==> src/rtl/edge_clk_en_pkg.sv <==
package edge_clk_en_pkg;

    // widest select code the decode helper accepts
    localparam int unsigned CK_CODE_W = 8;

    typedef enum logic [1:0] {
        CK_BUS     = 2'd0,
        CK_SAMPLED = 2'd1,
        CK_INPUT   = 2'd2,
        CK_RSVD    = 2'd3
    } ck_mode_e;

    typedef struct packed {
        logic                 valid;
        logic                 falling;
        logic [CK_CODE_W-1:0] idx;
    } ck_sel_t;

    // split a select code into line index and polarity
    function automatic ck_sel_t decode_sel(input logic [CK_CODE_W-1:0] code,
                                           input int unsigned          nsrc);
        ck_sel_t d;
        d.valid   = (32'(code) < (nsrc << 1));
        d.falling = code[0];
        d.idx     = {1'b0, code[CK_CODE_W-1:1]};
        return d;
    endfunction

endpackage

==> src/rtl/edge_clk_en_sync.sv <==
module edge_clk_en_sync #(
    parameter int unsigned NUM_IN = 8,
    parameter int unsigned STAGES = 2
) (
    input  logic              clk_i,
    input  logic              rst_i,
    input  logic [NUM_IN-1:0] in_i,
    input  logic [NUM_IN-1:0] sync_en_i,
    output logic [NUM_IN-1:0] synced_o,
    output logic [NUM_IN-1:0] cond_o
);

    logic [NUM_IN-1:0] chain_q [STAGES];

    always_ff @(posedge clk_i) begin
        if (rst_i) begin
            for (int s = 0; s < STAGES; s++) begin
                chain_q[s] <= '0;
            end
        end else begin
            chain_q[0] <= in_i;
            for (int s = 1; s < STAGES; s++) begin
                chain_q[s] <= chain_q[s-1];
            end
        end
    end

    assign synced_o = chain_q[STAGES-1];

    // per-line choice between the synchronized copy and the raw pin
    for (genvar g = 0; g < NUM_IN; g++) begin : g_line
        assign cond_o[g] = sync_en_i[g] ? synced_o[g] : in_i[g];
    end

endmodule

==> src/rtl/edge_clk_en_det.sv <==
module edge_clk_en_det #(
    parameter int unsigned FILL = 2
) (
    input  logic clk_i,
    input  logic rst_i,
    input  logic clr_i,
    input  logic src_i,
    output logic rise_o
);

    logic            src_q;
    logic            prev_q;
    logic [FILL-1:0] fill_q;

    // sample history: current sample and the one before it
    always_ff @(posedge clk_i) begin
        if (rst_i) begin
            src_q  <= 1'b0;
            prev_q <= 1'b0;
        end else begin
            src_q  <= src_i;
            prev_q <= src_q;
        end
    end

    // warm-up: both history slots must hold samples of the present source
    always_ff @(posedge clk_i) begin
        if (rst_i || clr_i) begin
            fill_q <= '0;
        end else begin
            fill_q <= (fill_q << 1) | FILL'(1);
        end
    end

    assign rise_o = fill_q[FILL-1] & src_q & ~prev_q;

endmodule

==> src/rtl/edge_clk_en.sv <==
module edge_clk_en
    import edge_clk_en_pkg::*;
#(
    parameter int unsigned NUM_IN      = 8,
    parameter int unsigned NUM_SRC     = 4,
    parameter int unsigned SEL_W       = 4,
    parameter int unsigned SYNC_STAGES = 2
) (
    input  logic              clk_i,
    input  logic              rst_i,
    input  logic [1:0]        mode_i,
    input  logic [SEL_W-1:0]  sel_i,
    input  logic [NUM_IN-1:0] sync_mask_i,
    input  logic [NUM_IN-1:0] in_i,
    output logic [NUM_IN-1:0] cond_o,
    output logic              en_o
);

    localparam int unsigned IN_IDX_W = (NUM_IN > 1) ? $clog2(NUM_IN) : 1;
    localparam int unsigned CFG_W    = 2 + SEL_W;

    ck_mode_e              mode;
    ck_sel_t               dec;
    logic [IN_IDX_W-1:0]   pick;
    logic [NUM_IN-1:0]     force_sync;
    logic [NUM_IN-1:0]     sync_en;
    logic [NUM_IN-1:0]     synced;
    logic [CFG_W-1:0]      cfg_q;
    logic                  cfg_chg;
    logic                  src_pin;
    logic                  src;
    logic                  rise;

    assign mode = ck_mode_e'(mode_i);
    assign dec  = decode_sel(CK_CODE_W'(sel_i), NUM_SRC);
    assign pick = dec.idx[IN_IDX_W-1:0];

    // upper mode bit: the chosen line always goes through the synchronizer
    for (genvar g = 0; g < NUM_IN; g++) begin : g_force
        assign force_sync[g] = mode_i[1] & dec.valid & (dec.idx == CK_CODE_W'(g));
    end

    assign sync_en = sync_mask_i | force_sync;

    edge_clk_en_sync #(
        .NUM_IN (NUM_IN),
        .STAGES (SYNC_STAGES)
    ) u_sync (
        .clk_i     (clk_i),
        .rst_i     (rst_i),
        .in_i      (in_i),
        .sync_en_i (sync_en),
        .synced_o  (synced),
        .cond_o    (cond_o)
    );

    // configuration history to spot a change of source
    always_ff @(posedge clk_i) begin
        cfg_q <= {mode_i, sel_i};
    end

    assign cfg_chg = (cfg_q != {mode_i, sel_i});

    // one detector serves both edge modes: invert for falling, then look for a rise
    always_comb begin
        if (mode == CK_INPUT) begin
            src_pin = synced[pick];
        end else begin
            src_pin = in_i[pick];
        end
        src = src_pin ^ dec.falling;
    end

    edge_clk_en_det #(
        .FILL (2)
    ) u_det (
        .clk_i  (clk_i),
        .rst_i  (rst_i),
        .clr_i  (cfg_chg),
        .src_i  (src),
        .rise_o (rise)
    );

    always_comb begin
        en_o = 1'b0;
        if (!rst_i) begin
            case (mode)
                CK_BUS:     en_o = 1'b1;
                CK_SAMPLED: en_o = dec.valid & rise;
                CK_INPUT:   en_o = dec.valid & rise;
                default:    en_o = 1'b0;
            endcase
        end
    end

endmodule

==> config.mk <==
export PLATFORM = sky130hd
export DESIGN_NAME = edge_clk_en
export DESIGN_NICKNAME = d
export VERILOG_FILES = /design/src/rtl/edge_clk_en_pkg.sv /design/src/rtl/edge_clk_en_sync.sv /design/src/rtl/edge_clk_en_det.sv /design/src/rtl/edge_clk_en.sv
export SDC_FILE = /design/constraint.sdc
export NUM_CORES = 1
export LEC_CHECK = 0
export BUFFER_PORTS_ARGS = -buffer_cell sky130_fd_sc_hd__buf_2
export CORE_MARGIN = 5
export CORE_UTILIZATION = 49
export CTS_CLUSTER_SIZE = 40
export DETAILED_ROUTE_END_ITERATION = 10
export HOLD_SLACK_MARGIN = 0.12
export PLACE_DENSITY = 0.77
export SLEW_MARGIN = 5
export SYNTH_ARGS = -nofsm -noshare
export SYNTH_HDL_FRONTEND = slang
export SYNTH_SLANG_ARGS = --single-unit
==> constraint.sdc <==
create_clock -name clk_i -period 2.2 [get_ports clk_i]
set_input_delay 0.22 -clock clk_i [delete_from_list [all_inputs] [get_ports clk_i]]
set_output_delay 0.22 -clock clk_i [all_outputs]
set_load 0.005 [all_outputs]
==> results_dict.tcl <==
set metrics [dict create \
    status "complete, no violations" \
    final-setup-viol-count 0 \
    tns_ps 0 \
    seq_area_frac_synth_pct 49.4 \
    yosys_warnings 0 \
    grt_pass1_wl_mm 3.51 \
    grt-ovfl-total 0 \
    max-cap-violations 0 \
    die_h_um 56.4 \
    end_kind "output port" \
    startpoint_type "primary input" \
    timing.hold.ws_ps 144 \
    via_count 738 \
    initial_utilization_pct 52.6 \
    syn2layout_area_growth_pct 24.5 \
    post_cts_buffers 0 \
    synth_cells 85 \
    wl_mm 2.07 \
    die_area_um2 3180 \
    ys_seq_elements 26 \
    avgSynthCellArea_um2 12.4 \
    post-route-period-util_pct 92.2 \
    ys_types 19 \
    drt-initial-drc-count 17 \
    final_nets 152 \
    crit_fanout 7 \
    htree_levels 1 \
    seq_area_um2 520 \
    path_clk_slew_ps 120 \
    ctsHoldBuffers 6 \
    skew_ps 6.88 \
    clock_latency_ps 300 \
    finalHoldViolations 0 \
    route.detailed.drc 0 \
    r2r-end "u_det.src_q" \
    cts_root_buffer "clkbuf_4" \
    port-buffer-count 32 \
    hp-class "primary input to register" \
    n_antenna_cell 0 \
    path_class "primary input to output port" \
    multi_input_area_um2 499 \
    die_width_um 56.4 \
    cts_buffers 3 \
    boundaryPins 33 \
    synth_area_um2 1050 \
    power_density_nw_per_um2 618 \
    via_per_inst 4.92 \
    rsz0062_at_grt "false" \
    worstMarginPinSlew_ps 349 \
    finalCriticalPeriod_ps 2030 \
    total_leakage_power_nw 0.604 \
    r2r_start "u_sync.chain_q[0][10]" \
    place_area_um2 1230 \
    drv_slew 0 \
    synth_nets 112 \
    fillers 159 \
    max_slew_margin_pct 76.7 \
    antenna_found_initial 0 \
    drt.antenna.violating_nets 0 \
    cts_tree "done" \
    gr-usage-all-layers_pct 14.4 \
    routabilityCongestion 0.745 \
    post_cts_resized 0 \
    arrival_ps 1810 \
    row_count 16 \
    cts_buffer_depth 2 \
    drive_above_1_share_pct 35.8 \
    wl_per_cell_um 13.8 \
    ir_drop_v 0.000474 \
    cp.required_ps 1980 \
    clock-sinks 26 \
    grt_max_degree 21 \
    ff2ff_setup_slack_ps 580 \
    postLayoutCellArea_um2 1310 \
    crit_start "mode_i[1]" \
    r2r_cells 4 \
    crit_path_end "en_o" \
    core_area_um2 2000 \
    max_freq_mhz 493 \
    first_global_vias 773 \
    dr.pass1.iters 2 \
]
==> critical path: stages <==
cell and delay (ps):
dlygate4sd3_1 520, buf_2 180, inv_1 80, ha_1 270, and4b_1 170, a21oi_1 160
nor3_1 60, buf_2 140
==> registers in the layout, summed over array words and instances (netlist names) <==
register,cells
u_sync.chain_q,16
cfg_q,6
u_det.fill_q,2
u_det.prev_q,1
u_det.src_q,1
==> cells by family after synthesis <==
family	synth area share [%]
xor+xnor	5.82
flops	49.4
mux	20.7
compound gates	3.09
buf+inv	3.21
simple gates	14.3
fa+ha+maj	3.56
==> per-stage QoR <==
stage	setup WS, ps	cells	utilization, %	total power (W)
after CTS	166	150	65.5	0.000826
after global routing	43.6	150	65.5	0.000863
final	172	150	65.5	0.000810
after detailed placement	395	141	61.4	0.000629
after floorplan	568	85	-	0.000578
after global placement	450	141	61.4	0.000625
==> worst min-delay path by stage <==
stage / from / to / cells after the start
after floorplan: sel_i[0] / cfg_q[0] / 0
after global placement: sel_i[0] / cfg_q[0] / 1
after detailed placement: sel_i[0] / cfg_q[0] / 1
after CTS: in_i[4] / u_sync.chain_q[0][4] / 2
after global routing: in_i[4] / u_sync.chain_q[0][4] / 2
final: in_i[4] / u_sync.chain_q[0][4] / 2
==> routing by layer <==
layer	wire [µm]	share of wire, %	track usage [%]	up-vias
li1	-	-	-	374
met1	897	43	17.4	331
met2	989	48	22.5	25
met3	127	6.1	3.67	8
met4	56	2.7	9.15	0
met5	0	0	0	-
==> area by class of cell <==
cell class / count / area share, %
sequential: 26 / 39.7
multi-input combinational: 52 / 38.1
timing repair buffer: 38 / 16.8
tap: 27 / 2.58
clock buffer: 3 / 1.72
inverter: 4 / 1.15
==> synth_stat cells (all sizes together) <==
| cell type | count | area [µm²] |
|---|---|---|
| a21oi | 3 | 15.0 |
| a41oi | 2 | 17.5 |
| and2 | 1 | 6.26 |
| and4b | 1 | 10.0 |
| buf | 1 | 11.3 |
| clkbuf | 2 | 7.51 |
| dfxtp | 26 | 521 |
| ha | 3 | 37.5 |
| inv | 4 | 15.0 |
| mux2 | 8 | 90.1 |
| mux4 | 5 | 128 |
| nor2 | 1 | 3.75 |
| nor2b | 17 | 106 |
| nor3 | 2 | 10.0 |
| nor4 | 1 | 6.26 |
| or4 | 1 | 7.51 |
| xnor2 | 1 | 8.76 |
| xor2 | 6 | 52.6 |
==> report_power, final <==
group          internal, W  leakage [nW]  switching, W
logic            0.0000726         0.374     0.0000510
registers         0.000494         0.216    0.00000789
clock network    0.0000638        0.0138      0.000121
total             0.000631         0.604      0.000180
==> cells in the final DEF (no fill, tap or decap), drive strengths merged <==
| cell type | n |
|---|---|
| a21oi | 3 |
| a41oi | 2 |
| and2 | 1 |
| and4b | 1 |
| buf | 32 |
| clkbuf | 3 |
| dfxtp | 26 |
| dlygate4sd3 | 6 |
| ha | 3 |
| inv | 4 |
| mux2 | 8 |
| mux4 | 5 |
| nor2 | 1 |
| nor2b | 17 |
| nor3 | 2 |
| nor4 | 1 |
| or4 | 1 |
| xnor2 | 1 |
| xor2 | 6 |
(Power assumes the default switching activity.)
